<file path="config.mk">
export PLATFORM = sky130hd
export DESIGN_NAME = banked_regfile
export DESIGN_NICKNAME = d
export VERILOG_FILES = /design/src/rtl/banked_rf_pkg.sv /design/src/rtl/rf_rst_sync.sv /design/src/rtl/rf_bank_sel.sv /design/src/rtl/rf_banked_store.sv /design/src/rtl/rf_shared_store.sv /design/src/rtl/banked_regfile.sv
export SDC_FILE = /design/constraint.sdc
export NUM_CORES = 1
export LEC_CHECK = 0
export BUFFER_PORTS_ARGS = -buffer_cell sky130_fd_sc_hd__buf_2
export CAP_MARGIN = 20
export CELL_PAD_IN_SITES_DETAIL_PLACEMENT = 1
export CELL_PAD_IN_SITES_GLOBAL_PLACEMENT = 1
export CORE_ASPECT_RATIO = 2
export CORE_MARGIN = 2
export CORE_UTILIZATION = 35
export DETAILED_ROUTE_END_ITERATION = 10
export PLACE_DENSITY = 0.66
export SLEW_MARGIN = 5
export SYNTH_ARGS = -nofsm -noshare
export SYNTH_HDL_FRONTEND = slang
export SYNTH_SLANG_ARGS = --single-unit
</file>
<file path="constraint.sdc">
create_clock -name clk -period 3.1 [get_ports clk]
set_input_delay 0.93 -clock clk [delete_from_list [all_inputs] [get_ports clk]]
set_output_delay 0.93 -clock clk [all_outputs]
set_load 0.01 [all_outputs]
</file>
<file path="src/rtl/banked_rf_pkg.sv">
package banked_rf_pkg;
  localparam int BYTE_W = 8;
  localparam int WORD_W = 2 * BYTE_W;
  localparam int ADDR_W = 4;
  localparam int NUM_GP = 6;
  localparam int NUM_AF = 2;
  localparam int NUM_PAIRS = NUM_GP / 2;

  // byte-mode addresses
  localparam logic [ADDR_W-1:0] BA_ACC = ADDR_W'(NUM_GP);
  localparam logic [ADDR_W-1:0] BA_FLG = ADDR_W'(NUM_GP + 1);
  localparam logic [ADDR_W-1:0] BA_IPG = ADDR_W'(NUM_GP + 2);

  // word-mode addresses
  localparam logic [ADDR_W-1:0] WA_AF = ADDR_W'(NUM_PAIRS);
  localparam logic [ADDR_W-1:0] WA_SP = ADDR_W'(NUM_PAIRS + 1);
  localparam logic [ADDR_W-1:0] WA_X0 = ADDR_W'(NUM_PAIRS + 2);
  localparam logic [ADDR_W-1:0] WA_X1 = ADDR_W'(NUM_PAIRS + 3);

  localparam logic [WORD_W-1:0] SP_RESET = {WORD_W{1'b1}};
endpackage

</file>
<file path="src/rtl/rf_rst_sync.sv">
module rf_rst_sync (
  input  logic clk,
  input  logic rst_n_in,
  output logic rst_n_out
);
  logic s1_q, s2_q;

  always_ff @(posedge clk or negedge rst_n_in) begin
    if (!rst_n_in) begin
      s1_q <= 1'b0;
      s2_q <= 1'b0;
    end else begin
      s1_q <= 1'b1;
      s2_q <= s1_q;
    end
  end

  assign rst_n_out = s2_q;
endmodule

</file>
<file path="src/rtl/rf_bank_sel.sv">
module rf_bank_sel (
  input  logic clk,
  input  logic rst_n,
  input  logic xchg_gp,
  input  logic xchg_af,
  output logic gp_sel,
  output logic af_sel
);
  logic gp_d, af_d, gp_q, af_q;

  always_comb begin
    gp_d = gp_q ^ xchg_gp;
    af_d = af_q ^ xchg_af;
  end

  always_ff @(posedge clk or negedge rst_n) begin
    if (!rst_n) begin
      gp_q <= 1'b0;
      af_q <= 1'b0;
    end else begin
      gp_q <= gp_d;
      af_q <= af_d;
    end
  end

  assign gp_sel = gp_q;
  assign af_sel = af_q;

  a_r4_gp_flip: assert property (@(posedge clk) disable iff (!rst_n)
    xchg_gp |=> (gp_sel != $past(gp_sel)));
  a_r5_gp_hold: assert property (@(posedge clk) disable iff (!rst_n)
    !xchg_gp |=> $stable(gp_sel));
  a_r5_af_hold: assert property (@(posedge clk) disable iff (!rst_n)
    !xchg_af |=> $stable(af_sel));
endmodule

</file>
<file path="src/rtl/rf_banked_store.sv">
module rf_banked_store #(
  parameter int NREG = 6,
  parameter int W    = 8
) (
  input  logic         clk,
  input  logic         rst_n,
  input  logic         bank_sel,
  input  logic [NREG-1:0] we,
  input  logic [W-1:0] wdata [NREG],
  output logic [W-1:0] view  [NREG]
);
  logic [W-1:0] mem_q [2][NREG];
  logic [W-1:0] mem_d [2][NREG];

  always_comb begin
    mem_d = mem_q;
    for (int i = 0; i < NREG; i++) begin
      if (we[i]) mem_d[bank_sel][i] = wdata[i];
    end
  end

  always_ff @(posedge clk) begin
    mem_q <= mem_d;
  end

  for (genvar g = 0; g < NREG; g++) begin : g_reg
    assign view[g] = mem_q[bank_sel][g];

    a_r3_write_lands: assert property (@(posedge clk) disable iff (!rst_n)
      we[g] |=> (mem_q[$past(bank_sel)][g] == $past(wdata[g])));
    a_r6_other_bank_kept: assert property (@(posedge clk) disable iff (!rst_n)
      we[g] |=> (mem_q[~$past(bank_sel)][g] == $past(mem_q[~bank_sel][g])));
    a_r4_idle_kept: assert property (@(posedge clk) disable iff (!rst_n)
      !we[g] |=> ($stable(mem_q[0][g]) && $stable(mem_q[1][g])));
  end
endmodule

</file>
<file path="src/rtl/rf_shared_store.sv">
module rf_shared_store
  import banked_rf_pkg::*;
(
  input  logic              clk,
  input  logic              rst_n,
  input  logic              sp_we,
  input  logic              x0_we,
  input  logic              x1_we,
  input  logic              ipg_we,
  input  logic [WORD_W-1:0] wdata,
  output logic [WORD_W-1:0] sp,
  output logic [WORD_W-1:0] x0,
  output logic [WORD_W-1:0] x1,
  output logic [BYTE_W-1:0] ipg
);
  logic [WORD_W-1:0] sp_q, sp_d, x0_q, x0_d, x1_q, x1_d;
  logic [BYTE_W-1:0] ipg_q, ipg_d;

  always_comb begin
    sp_d  = sp_we  ? wdata : sp_q;
    x0_d  = x0_we  ? wdata : x0_q;
    x1_d  = x1_we  ? wdata : x1_q;
    ipg_d = ipg_we ? wdata[BYTE_W-1:0] : ipg_q;
  end

  always_ff @(posedge clk or negedge rst_n) begin
    if (!rst_n) sp_q <= SP_RESET;
    else        sp_q <= sp_d;
  end

  always_ff @(posedge clk) begin
    x0_q  <= x0_d;
    x1_q  <= x1_d;
    ipg_q <= ipg_d;
  end

  assign sp  = sp_q;
  assign x0  = x0_q;
  assign x1  = x1_q;
  assign ipg = ipg_q;

  a_r9_sp_reset: assert property (@(posedge clk) disable iff (!rst_n)
    $rose(rst_n) |-> (sp_q == SP_RESET));
  a_r7_sp_hold: assert property (@(posedge clk) disable iff (!rst_n)
    !sp_we |=> $stable(sp_q));
  a_r8_ipg_write: assert property (@(posedge clk) disable iff (!rst_n)
    ipg_we |=> (ipg_q == $past(wdata[BYTE_W-1:0])));
endmodule

</file>
<file path="src/rtl/banked_regfile.sv">
module banked_regfile
  import banked_rf_pkg::*;
(
  input  logic              clk,
  input  logic              rst_n,
  input  logic              rd_a_word,
  input  logic [ADDR_W-1:0] rd_a_addr,
  output logic [WORD_W-1:0] rd_a_data,
  input  logic              rd_b_word,
  input  logic [ADDR_W-1:0] rd_b_addr,
  output logic [WORD_W-1:0] rd_b_data,
  input  logic              wr_en,
  input  logic              wr_word,
  input  logic [ADDR_W-1:0] wr_addr,
  input  logic [WORD_W-1:0] wr_data,
  input  logic              xchg_gp,
  input  logic              xchg_af
);
  logic rst_n_s;
  logic gp_sel, af_sel;
  logic [NUM_GP-1:0] gp_we;
  logic [NUM_AF-1:0] af_we;
  logic [BYTE_W-1:0] gp_wd [NUM_GP];
  logic [BYTE_W-1:0] af_wd [NUM_AF];
  logic [BYTE_W-1:0] gp_view [NUM_GP];
  logic [BYTE_W-1:0] af_view [NUM_AF];
  logic sp_we, x0_we, x1_we, ipg_we;
  logic [WORD_W-1:0] sp, x0, x1;
  logic [BYTE_W-1:0] ipg;

  rf_rst_sync u_rst (.clk(clk), .rst_n_in(rst_n), .rst_n_out(rst_n_s));

  rf_bank_sel u_sel (
    .clk(clk), .rst_n(rst_n_s), .xchg_gp(xchg_gp), .xchg_af(xchg_af),
    .gp_sel(gp_sel), .af_sel(af_sel)
  );

  // even index = high byte of a pair in word mode
  for (genvar g = 0; g < NUM_GP; g++) begin : g_gpwd
    if (g % 2 == 0) begin : g_hi
      assign gp_wd[g] = wr_word ? wr_data[WORD_W-1:BYTE_W] : wr_data[BYTE_W-1:0];
    end else begin : g_lo
      assign gp_wd[g] = wr_data[BYTE_W-1:0];
    end
  end
  assign af_wd[0] = wr_word ? wr_data[WORD_W-1:BYTE_W] : wr_data[BYTE_W-1:0];
  assign af_wd[1] = wr_data[BYTE_W-1:0];

  always_comb begin
    gp_we  = '0;
    af_we  = '0;
    sp_we  = 1'b0;
    x0_we  = 1'b0;
    x1_we  = 1'b0;
    ipg_we = 1'b0;
    if (wr_en) begin
      if (!wr_word) begin
        for (int k = 0; k < NUM_GP; k++) begin
          if (wr_addr == ADDR_W'(k)) gp_we[k] = 1'b1;
        end
        if (wr_addr == BA_ACC) af_we[0] = 1'b1;
        if (wr_addr == BA_FLG) af_we[1] = 1'b1;
        if (wr_addr == BA_IPG) ipg_we = 1'b1;
      end else begin
        for (int k = 0; k < NUM_PAIRS; k++) begin
          if (wr_addr == ADDR_W'(k)) begin
            gp_we[2*k]   = 1'b1;
            gp_we[2*k+1] = 1'b1;
          end
        end
        if (wr_addr == WA_AF) af_we = '1;
        if (wr_addr == WA_SP) sp_we = 1'b1;
        if (wr_addr == WA_X0) x0_we = 1'b1;
        if (wr_addr == WA_X1) x1_we = 1'b1;
      end
    end
  end

  rf_banked_store #(.NREG(NUM_GP), .W(BYTE_W)) u_gp (
    .clk(clk), .rst_n(rst_n_s), .bank_sel(gp_sel), .we(gp_we),
    .wdata(gp_wd), .view(gp_view)
  );

  rf_banked_store #(.NREG(NUM_AF), .W(BYTE_W)) u_af (
    .clk(clk), .rst_n(rst_n_s), .bank_sel(af_sel), .we(af_we),
    .wdata(af_wd), .view(af_view)
  );

  rf_shared_store u_shr (
    .clk(clk), .rst_n(rst_n_s), .sp_we(sp_we), .x0_we(x0_we), .x1_we(x1_we),
    .ipg_we(ipg_we), .wdata(wr_data), .sp(sp), .x0(x0), .x1(x1), .ipg(ipg)
  );

  // read ports
  logic              p_word [2];
  logic [ADDR_W-1:0] p_addr [2];
  logic [WORD_W-1:0] p_data [2];

  assign p_word[0] = rd_a_word;
  assign p_addr[0] = rd_a_addr;
  assign p_word[1] = rd_b_word;
  assign p_addr[1] = rd_b_addr;

  for (genvar p = 0; p < 2; p++) begin : g_rd
    always_comb begin
      p_data[p] = '0;
      if (!p_word[p]) begin
        for (int k = 0; k < NUM_GP; k++) begin
          if (p_addr[p] == ADDR_W'(k)) p_data[p] = {{BYTE_W{1'b0}}, gp_view[k]};
        end
        if (p_addr[p] == BA_ACC) p_data[p] = {{BYTE_W{1'b0}}, af_view[0]};
        if (p_addr[p] == BA_FLG) p_data[p] = {{BYTE_W{1'b0}}, af_view[1]};
        if (p_addr[p] == BA_IPG) p_data[p] = {{BYTE_W{1'b0}}, ipg};
      end else begin
        for (int k = 0; k < NUM_PAIRS; k++) begin
          if (p_addr[p] == ADDR_W'(k)) p_data[p] = {gp_view[2*k], gp_view[2*k+1]};
        end
        if (p_addr[p] == WA_AF) p_data[p] = {af_view[0], af_view[1]};
        if (p_addr[p] == WA_SP) p_data[p] = sp;
        if (p_addr[p] == WA_X0) p_data[p] = x0;
        if (p_addr[p] == WA_X1) p_data[p] = x1;
      end
    end
  end

  assign rd_a_data = p_data[0];
  assign rd_b_data = p_data[1];

  a_r3_read_after_write: assert property (@(posedge clk) disable iff (!rst_n_s)
    (wr_en && !wr_word && (wr_addr <= BA_IPG) && !xchg_gp && !xchg_af) |=>
      ((!rd_a_word && (rd_a_addr == $past(wr_addr))) ->
        (rd_a_data == {{BYTE_W{1'b0}}, $past(wr_data[BYTE_W-1:0])})));
  a_r7_sp_exchange_free: assert property (@(posedge clk) disable iff (!rst_n_s)
    (!(wr_en && wr_word && (wr_addr == WA_SP)) && (xchg_gp || xchg_af)) |=> $stable(sp));
endmodule

</file>
Yosys cells after proc, flatten, opt, wreduce, memory -nomap -nowiden
Index checks and enable logic that the tools add are counted.
Word-level totals
  output and inout port bits: 32
  register bits after elaboration: 188
  input port bits: 36
  ROM bits: 0
  memories kept: 0
  latch bits: 0
  RAM bits: 0
Cells by class
  multiplexer cells: 98
  reductions and logical operators: 5
  eq/ne operators: 24
  multipliers: 0
  shift-type cells: 0
  add/subtract/negate cells: 0
  order comparisons: 4
  divide/modulo/power cells: 0
  bitwise gates (word level): 4
Operators by type and width (count)
  $mux 16: 37
  $bwmux 96: 6
  $mux 96: 6
  $demux 48 s1: 6
  $mux 48: 4
  $mux 32: 3
  $bwmux 32: 2
  $eq 4x3->1 const B: 12
  $mux 40: 1
  $mux 8: 5
  $demux 16 s1: 2
  $eq 4x2->1 const B: 6
  $mux 24: 1
  $mux 1: 17
  $eq 4x1->1 const B: 3
  $eq 4x4->1 const B: 3
  $logic_not 4->1: 3
  $mux 2: 6
  $mux 6: 2
  $ge 2x2->1 const B: 2
  $lt 2x1->1 const B: 2
  $not 1->2: 2
  $logic_and 1x1->1: 2
  $xor 1x1->1: 2

Longest topological paths before layout
Gate-level depths: netlist (run 1).
  word-level depth: 17
  mapped depth: 9

Cells and area by module
From an unflattened synthesis (run 1), not the netlist that was laid out.
Unflattened totals
  cells, all modules: 913
  area, all modules: 11154.4 µm²
Modules (own cells, without submodules)
  banked_regfile: instances 1, cells each 578, area each 4037.6 µm²
  rf_banked_store at u_gp: instances 1, cells each 181, area each 3754.9 µm²
  rf_shared_store: instances 1, cells each 74, area each 1870.5 µm²
  rf_banked_store at u_af: instances 1, cells each 73, area each 1370.1 µm²
  rf_bank_sel: instances 1, cells each 4, area each 67.6 µm²
  rf_rst_sync: instances 1, cells each 3, area each 53.8 µm²

Least setup slack after synthesis (run 1)
OpenSTA, ideal clock, no wires.
  path type: input to output
  start point: input rd_b_addr[0]
  end point: output rd_b_data[8]
  required time: 2.170 ns
  path slack: -0.191 ns
  path buffers: 3
  data arrival time: 2.361 ns
  stages: 7
  path through: buf_4 buf_6 inv_1 buf_2 mux4_2 o22ai_1 o211a_1
On the way
  longest elaborated chain between the ends: 9
  elaborated cells on any way between the ends: 24
  those cells by class: eq/ne: 8; mux: 15; reduce/logical: 1
Ends and longest elaborated chain
  start, declared: line banked_regfile.sv:10  | input logic [ADDR_W-1:0] rd_b_addr,
  $eq 4x2->1 / $logic_not 4->1 (equally long branches): line banked_regfile.sv:109, banked_regfile.sv:116
  $mux 16 (on tied branches) (3 in a row): line banked_regfile.sv:109, banked_regfile.sv:116
  $mux 16 (on tied branches): line banked_regfile.sv:109, banked_regfile.sv:118
  $mux 16 (on tied branches): line banked_regfile.sv:111, banked_regfile.sv:119
  $mux 16 (on tied branches): line banked_regfile.sv:112, banked_regfile.sv:120
  $mux 16 (on tied branches): line banked_regfile.sv:113, banked_regfile.sv:121
  $mux 16 *: line banked_regfile.sv:107  | if (!p_word[p]) begin
  end, declared: line banked_regfile.sv:11  | output logic [WORD_W-1:0] rd_b_data,
Mark *: on every way between the ends. The rest lies on a longest branch, timed or not.

Worst setup path after layout (run 1)
  start point: register u_sel.gp_q, in the netlist u_sel.gp_sel
  end point: output rd_b_data[0]
On the way
  longest elaborated chain between the ends: 14
  elaborated cells on any way between the ends: 21
  those cells by class: mux: 20; bitwise: 1
Ends and longest elaborated chain
  start, declared: line rf_bank_sel.sv:9  | logic gp_d, af_d, gp_q, af_q;
  start signal, assigned: line rf_bank_sel.sv:21  | gp_q <= gp_d;
  $not 1->2 (not written as such) *: line rf_banked_store.sv:27  | assign view[g] = mem_q[bank_sel][g];
  $mux 48 (not written as such) * (3 in a row): line rf_banked_store.sv:27
  $mux 8: line banked_regfile.sv:109  | if (p_addr[p] == ADDR_W'(k)) p_data[p] = {{BYTE_W{1'b0}}, gp_view[k]};
  $mux 16 (5 in a row): line banked_regfile.sv:109
  $mux 16: line banked_regfile.sv:111  | if (p_addr[p] == BA_ACC) p_data[p] = {{BYTE_W{1'b0}}, af_view[0]};
  $mux 16: line banked_regfile.sv:112  | if (p_addr[p] == BA_FLG) p_data[p] = {{BYTE_W{1'b0}}, af_view[1]};
  $mux 16: line banked_regfile.sv:113  | if (p_addr[p] == BA_IPG) p_data[p] = {{BYTE_W{1'b0}}, ipg};
  $mux 16 *: line banked_regfile.sv:107
Mark *: on every way between the ends. The rest lies on a longest branch, timed or not. The select of a mux whose other input is x is not followed.

==> results of run 1 <==
==> report_power, final <==
part	internal (mW)	leakage, nW	switching [mW]
Sequential	2.89	1.68	0.0840
Clock	1.18	0.309	1.17
Combinational	1.50	3.48	1.63
==> through the flow <==
step / setup TNS [ns] / hold WS (ns) / setup WS (ns) / instances
floorplan: -0.209 / 0.214 / -0.0666 / 920
global placement: -12.23 / 0.332 / -0.783 / 1533
detailed placement: -12.41 / 0.336 / -0.760 / 1533
CTS: -16.58 / 0.204 / -0.662 / 1578
global route: -18.38 / 0.219 / -0.671 / 1578
finish: -16.37 / 0.226 / -0.612 / 1578
==> routing by layer <==
layer  wire length (um)  vias up  share of wire, %  global-route usage [%]
met4               4260        2               8.7                    23.2
met1              16700     4820                34                    31.9
met2              25900      377                53                    55.6
met5                 13        -             0.027                       0
met3               2030      170               4.1                    3.87
li1                   -     4152                 -                       -
==> worst max path at each step <==
stage / to / slack [ns] / cells after the start / start
2_1_floorplan: rd_b_data[6] / -0.07 / 6 / rd_b_addr[0]
3_3_place_gp: rd_a_data[2] / -0.78 / 8 / rd_a_addr[1]
3_5_place_dp: rd_a_data[2] / -0.76 / 8 / rd_a_addr[1]
4_1_cts: rd_a_data[5] / -0.66 / 8 / u_sel.gp_sel$_DFF_PN0_
5_1_grt: rd_a_data[5] / -0.67 / 9 / u_sel.gp_sel$_DFF_PN0_
6_report: rd_b_data[0] / -0.61 / 8 / u_sel.gp_sel$_DFF_PN0_
==> Yosys cell counts, types with 18 or more instances <==
library cell / count / area [um^2]
mux4_2: 26 / 586
o22ai_1: 31 / 194
o211ai_1: 18 / 135
mux2_2: 54 / 608
nor2_1: 80 / 300
nor3_1: 19 / 95.1
clkbuf_1: 28 / 105
o21ai_0: 48 / 240
a21oi_1: 41 / 205
and2_1: 37 / 231
buf_2: 24 / 120
nand2_1: 43 / 161
edfxtp_1: 168 / 5040
mux2i_1: 58 / 581
==> layout make-up <==
cell class | count | share of cell area, %
Tap cell | 372 | 3.20
Timing Repair Buffer | 327 | 17.3
Multi-Input combinational cell | 651 | 36.5
Sequential cell | 188 | 38.3
Clock inverter | 15 | 1.50
Inverter | 8 | 0.224
Clock buffer | 17 | 2.92
==> worst reg2reg max path, delay by kind of cell, from the launching register on <==
| family | cells | cell delay [ns] |
|---|---|---|
| buffers and inverters | 3 | 0.60 |
| flip-flops | 1 | 0.50 |
| AND/OR/NAND/NOR | 2 | 0.60 |
==> sequential cells by signal, indices dropped and copies added (netlist names) <==
register	cells
u_shr.sp	16
u_rst.rst_n_out	1
u_sel.af_sel	1
u_gp.mem_q	96
u_shr.ipg	8
u_shr.x1	16
u_rst.s1_q	1
u_af.mem_q	32
u_shr.x0	16
u_sel.gp_sel	1
==> logic make-up (layout without fill, tap and decap cells) <==
kind of cell           Yosys count  in the layout  share of synthesized area (%)
AND/OR/NAND/NOR                261            261                           12.6
other                            1              1                         0.0343
XOR/XNOR                         5              5                          0.401
AO/OA/AOI/OAI                  243            243                           15.2
buffers and inverters           81            367                           4.14
flip-flops                     188            188                           51.0
multiplexers                   141            141                           16.7
==> what timing repair did <==
item | CTS | global route
endpoints found under the setup margin | 32 | 32
setup buffers | 14 | 0
resized for setup | 64 | 25
pin swaps | 26 | 10
==> impl_metrics.toml, run 1 <==
[die]
rows = 91
die_height_um = 254
die_w_um = 129
io_pins = 68
dieArea_um2 = 32700
coreArea_um2 = 30700
start_util_pct = 35.5

[global_routing]
grt_pass1_wl_um = 70300
antenna_found_initial = 1
grt_pass1_vias = 10300
overflow = 0
grt_start_max_net_pins = 22
grt_util_all_layers_pct = 30.8

[placement]
dp_hpwl_um = 37700
port_buffers = 67
gp_congestion = 1.06
placedInstanceArea_um2 = 13400

[timing]
maxSlewViolCount = 0
setup_violations = 32
max_clock_freq_ghz = 0.269
period_share_pct = 120
fin_ws_ns = -0.612
grt_setup_unrepaired = "true"
worstMarginPinSlew_ns = 0.975
hold_violations = 0
slew_headroom_pct = 35.0
finClkSkew_ns = 0.0180
post-route-min-period_ns = 3.71

[final_layout]
num_antenna_cells = 0
seqCellArea_um2 = 5570
drive_gt1_share_pct = 44.7
finish.utilization_pct = 47.3
fin_nets = 1229
final_common_cell = "buf_4"
multiInputGateArea_um2 = 5310
fill_cells = 3321
layout_common_cells = "buf_4, edfxtp_1, nor2_1"
area_growth_pct = 33.2
final_area_um2 = 14500

[setup_path]
cp_data_arrival_time_ns = 2.78
cp_slowest_cell = "dfrtp_4"
required_ns = 2.17
reg2reg_depth = 5
cp_slowest_stage_delay_ns = 0.44
end_kind = "output port"
crit_type = "reg2out"
cp-start-kind = "flop"
cp_cell_sequence = "buf_4 -> buf_6 -> mux2_2 -> mux2_2 -> a21oi_1 -> o22a_1 -> o211ai_1 -> buf_2"
crit_path_frequent_cell = "mux2_2"
worst-r2r-setup-slack_ns = 1.09
worstReg2RegEnd = "u_gp.mem_q[88]$_DFFE_PP_"
r2r-start = "u_sel.gp_sel$_DFF_PN0_"
critPathBufInv = 3
crit_family = "multiplexers"
worst-path-max-fanout = 8

[detailed_routing]
vias = 9521
drtAntennaViolNets = 0
routed_wl_um = 48900
drc = 0
firstDrtPassIters = 5
viasPerCell = 6.03
first_iter_violations = 562
wl_per_cell_um = 31.0

[yosys]
ys_types = 78
synth.avg_cell_area_um2 = 11.9
synth_edf_count = 168
ys.flop_type = "edfxtp_1"
synthArstFlopShare_pct = 10.6
synth_seq_cells = 188
yosysWarningCount = 0
netlist_area_um2 = 10900
synthCells = 920
seq_area_frac_synth_pct = 51.0
synth_nets = 956

[cts]
clockRootBuffer = "clkbuf_16"
holdBufCountCts = 0
htreeDepth = 4
cts_tree = "yes"
clkLatencyLatePin_ns = 0.47
numClockSinks = 188
cts.clk_slew.worst_paths_ns = 0.08
cts_buffer_depth = 2
cts-buffers-inserted = 17

[outcome]
status = "complete, but fails checks"
violations = "negative setup slack"

[power_and_ir_drop]
ir_worst_vdd_uv = 432
p_leak_nw = 5.47
p_per_area_nw_per_um2 = 582
fin_total_pwr_mw = 8.47

[job]
drv_cap = 0

[worst_hold_path]
hold_class = "in2async"
No activity file was read; power rests on OpenSTA's default activity.
==> run 2, diff against run 1 <==
--- a/config.mk
+++ b/config.mk
@@ -5,6 +5,7 @@
 export SDC_FILE = /design/constraint.sdc
 export NUM_CORES = 1
 export LEC_CHECK = 0
+export ABC_AREA = 1
 export BUFFER_PORTS_ARGS = -buffer_cell sky130_fd_sc_hd__buf_2
 export CAP_MARGIN = 20
 export CELL_PAD_IN_SITES_DETAIL_PLACEMENT = 1
@@ -13,7 +14,7 @@
 export CORE_MARGIN = 2
 export CORE_UTILIZATION = 35
 export DETAILED_ROUTE_END_ITERATION = 10
-export PLACE_DENSITY = 0.66
+export PLACE_DENSITY = 0.7
 export SLEW_MARGIN = 5
 export SYNTH_ARGS = -nofsm -noshare
 export SYNTH_HDL_FRONTEND = slang
==> run 2 against run 1 <==
Compared with the run above:
- the flow still finishes with violations (negative setup slack)
- register-to-register slack gained 0.05 ns
- cell area shrank 0.68%
- count of clock-buffer cells in the layout is the same
- non-clock buffer count shrank 77
- setup slack gained 0.29 ns
- global-route usage grew 1.4 points
- first-iteration DRC count grew 3.0%
- cell count grew 18%
- synthesized area shrank 5.2%
- sequential power grew 3%
- critical path type is now in2out
- highest routed layer is now met4
==> impl_metrics.toml, run 2 <==
[outcome]
status = "complete, but fails checks"
violations = "negative setup slack"

[cts]
numClockSinks = 188
holdBufCountCts = 0
cts-buffers-inserted = 17
htreeDepth = 4
clkLatencyLatePin_ns = 0.46
cts_buffer_depth = 2
cts_tree = "yes"
cts.clk_slew.worst_paths_ns = 0.08
clockRootBuffer = "clkbuf_16"

[die]
dieArea_um2 = 31000
coreArea_um2 = 29300
rows = 89
die_height_um = 247
start_util_pct = 35.3
io_pins = 68
die_w_um = 126

[yosys]
ys_types = 36
synth_nets = 1292
synthArstFlopShare_pct = 10.6
yosys.area.top_type = "edfxtp_1"
ys.flop_type = "edfxtp_1"
synth_seq_cells = 188
yosys-top-cells-count = "nand2_1, edfxtp_1, inv_1"
seq_area_frac_synth_pct = 53.8
synthCells = 1256
synth.top_cell.area_share_pct = 48.8
synth_area_leaders = "edfxtp_1, nand2_1, inv_1"
netlist_area_um2 = 10300
synth.avg_cell_area_um2 = 8.24
yosysWarningCount = 0
synth_edf_count = 168
synth.most_common_cell = "nand2_1"

[final_layout]
final_area_um2 = 14400
area_growth_pct = 39.6
num_antenna_cells = 0
biggestRegsByFlops = "u_gp.mem_q: 96 flops, u_af.mem_q: 32 flops"
largest-register = "u_gp.mem_q"
finish.utilization_pct = 49.3
seqCellArea_um2 = 5570
multiInputGateArea_um2 = 4800
final_common_cell = "nand2_1"
layout_common_cells = "nand2_1, edfxtp_1, inv_1"
largest_reg_flops = 96
drive_gt1_share_pct = 33.6
fill_cells = 3404
fin_nets = 1516

[timing]
tns_ns = -5.69
whs_ns = 0.228
maxSlewViolCount = 0
fin_ws_ns = -0.319
grt_setup_unrepaired = "true"
post-route-min-period_ns = 3.42
finClkSkew_ns = 0.00721
period_share_pct = 110
slew_headroom_pct = 41.4
worstMarginPinSlew_ns = 0.870
setup_violations = 32
hold_violations = 0
max_clock_freq_ghz = 0.293

[setup_path]
end_kind = "output port"
cp_num_cells = 14
cp-start-kind = "input pin"
crit_type = "in2out"
worst-r2r-setup-slack_ns = 1.14
critPathBufInv = 7
cp_cell_sequence = "buf_8 -> inv_2 -> buf_6 -> nand2_8 -> nor2_4 -> buf_4 -> buf_12 -> nand2_2 -> o211ai_1 -> nor2_1 -> nand2_1 -> o21bai_1 -> inv_1 -> buf_2"
cp_data_arrival_time_ns = 2.49
crit_family = "buffers and inverters"
cp_slowest_stage_delay_ns = 0.21
cp_slowest_cell = "nor2_1"
worst-path-max-fanout = 5
required_ns = 2.17
reg2reg_depth = 5

[placement]
placedInstanceArea_um2 = 12000
port_buffers = 67
gp_congestion = 0.958
dp_hpwl_um = 35800

[detailed_routing]
viasPerCell = 5.41
vias = 10100
wl_per_cell_um = 26.6
drtAntennaViolNets = 0
routed_wl_um = 49300
first_iter_violations = 579
drc = 0
firstDrtPassIters = 5

[power_and_ir_drop]
power_switching_share_pct = 40.0
combPwrFrac_pct = 38.7
sequentialPowerShare_pct = 34.2
netSwitchingPower_mw = 3.58
clkPwrFrac_pct = 27.2
fin_total_pwr_mw = 8.95
p_per_area_nw_per_um2 = 619
p_leak_nw = 6.39
intPower_mw = 5.37
ir_worst_vdd_uv = 517

[job]
drv_cap = 0

[global_routing]
overflow = 0
grt_start_max_net_pins = 39
grt_pass1_vias = 10900
grt_util_all_layers_pct = 32.2
grt_pass1_wl_um = 71000
antenna_found_initial = 0

[worst_hold_path]
hold_class = "in2async"
==> run 2: cell types whose count changed in the layout (fill, tap and decap cells not counted), sizes merged, moves of 17 or more <==
cell	previous run	this run
a21oi	41	59
mux4	26	0
and2	37	0
inv	12	179
mux2i	59	0
nor2	80	148
nand4	1	35
buf	327	248
mux2	56	5
nand3	15	32
o21ai	48	109
nand2	43	412
==> run 2: metal layers <==
| layer | up-vias | part of all wire, % | global-route usage (%) |
|---|---|---|---|
| met2 | 346 | 51 | 57.5 |
| met1 | 4969 | 35 | 33.2 |
| met4 | 0 | 10 | 26.3 |
| met5 | - | 0 | 0 |
| met3 | 175 | 3.7 | 4.46 |
| li1 | 4565 | - | - |
==> run 2: final cells by class <==
| type | instances | share of cell area, % |
|---|---|---|
| timing repair buffer | 250 | 15.7 |
| tap | 364 | 3.15 |
| clock inverter | 15 | 1.55 |
| timing repair inverter | 1 | 0.0260 |
| inverter | 174 | 4.84 |
| clock buffer | 17 | 2.94 |
| multi-input combinational | 848 | 33.2 |
| sequential | 188 | 38.5 |
==> run 2: power by group through the flow <==
stage	clock network [mW]	registers [mW]	logic [mW]
floorplan	0	3.05	1.32
global placement	0	3.09	2.54
detailed placement	0	3.10	2.59
CTS	2.47	3.06	3.13
global route	2.56	3.07	3.64
finish	2.43	3.06	3.46
==> run 2: timing repair <==
action / 4_1_cts / 5_1_grt
cloned: 7 / 0
setup buffers: 40 / 12
endpoints found under the setup margin: 32 / 32
pin swaps: 60 / 53
resized for setup: 223 / 109
==> run 2: stage by stage <==
| stage | setup WS [ns] | instances |
|---|---|---|
| final | -0.319 | 1857 |
| after global routing | -0.368 | 1857 |
| after CTS | -0.297 | 1847 |
| after detailed placement | -0.432 | 1768 |
| after global placement | -0.426 | 1768 |
| after floorplan | 0.305 | 1256 |
==> run 2: worst paths after layout <==
check / from / end
setup reg to reg: u_sel.gp_sel$_DFF_PN0_ / u_gp.mem_q[0]$_DFFE_PP_
setup / recovery: rd_a_addr[0] / rd_a_data[14]
hold reg to reg: u_rst.rst_n_out$_DFF_PN0_ / u_sel.gp_sel$_DFF_PN0_
hold / removal: rst_n / u_rst.s1_q$_DFF_PN0_
min in group clk: u_rst.s1_q$_DFF_PN0_ / u_rst.rst_n_out$_DFF_PN0_
max in group asynchronous: u_rst.rst_n_out$_DFF_PN0_ / u_shr.sp[3]$_DFFE_PN1P_
==> run 2: logic make-up (layout without fill, tap and decap cells) <==
| kind of cell | count (synthesis) | after routing | share of synthesized area (%) |
|---|---|---|---|
| buffers and inverters | 220 | 457 | 9.01 |
| AO/OA/AOI/OAI | 207 | 207 | 10.8 |
| other | 1 | 1 | 0.0362 |
| XOR/XNOR | 2 | 2 | 0.169 |
| multiplexers | 5 | 5 | 0.544 |
| AND/OR/NAND/NOR | 633 | 633 | 25.6 |
| flip-flops | 188 | 188 | 53.8 |
==> run 2: worst register-to-register path, stage by stage (launching register included) <==
cell       delay [ns]
dfrtp_2          0.49
inv_2            0.13
bufbuf_16        0.31
nor2_1           0.41
inv_1            0.28
nor2_1           0.18
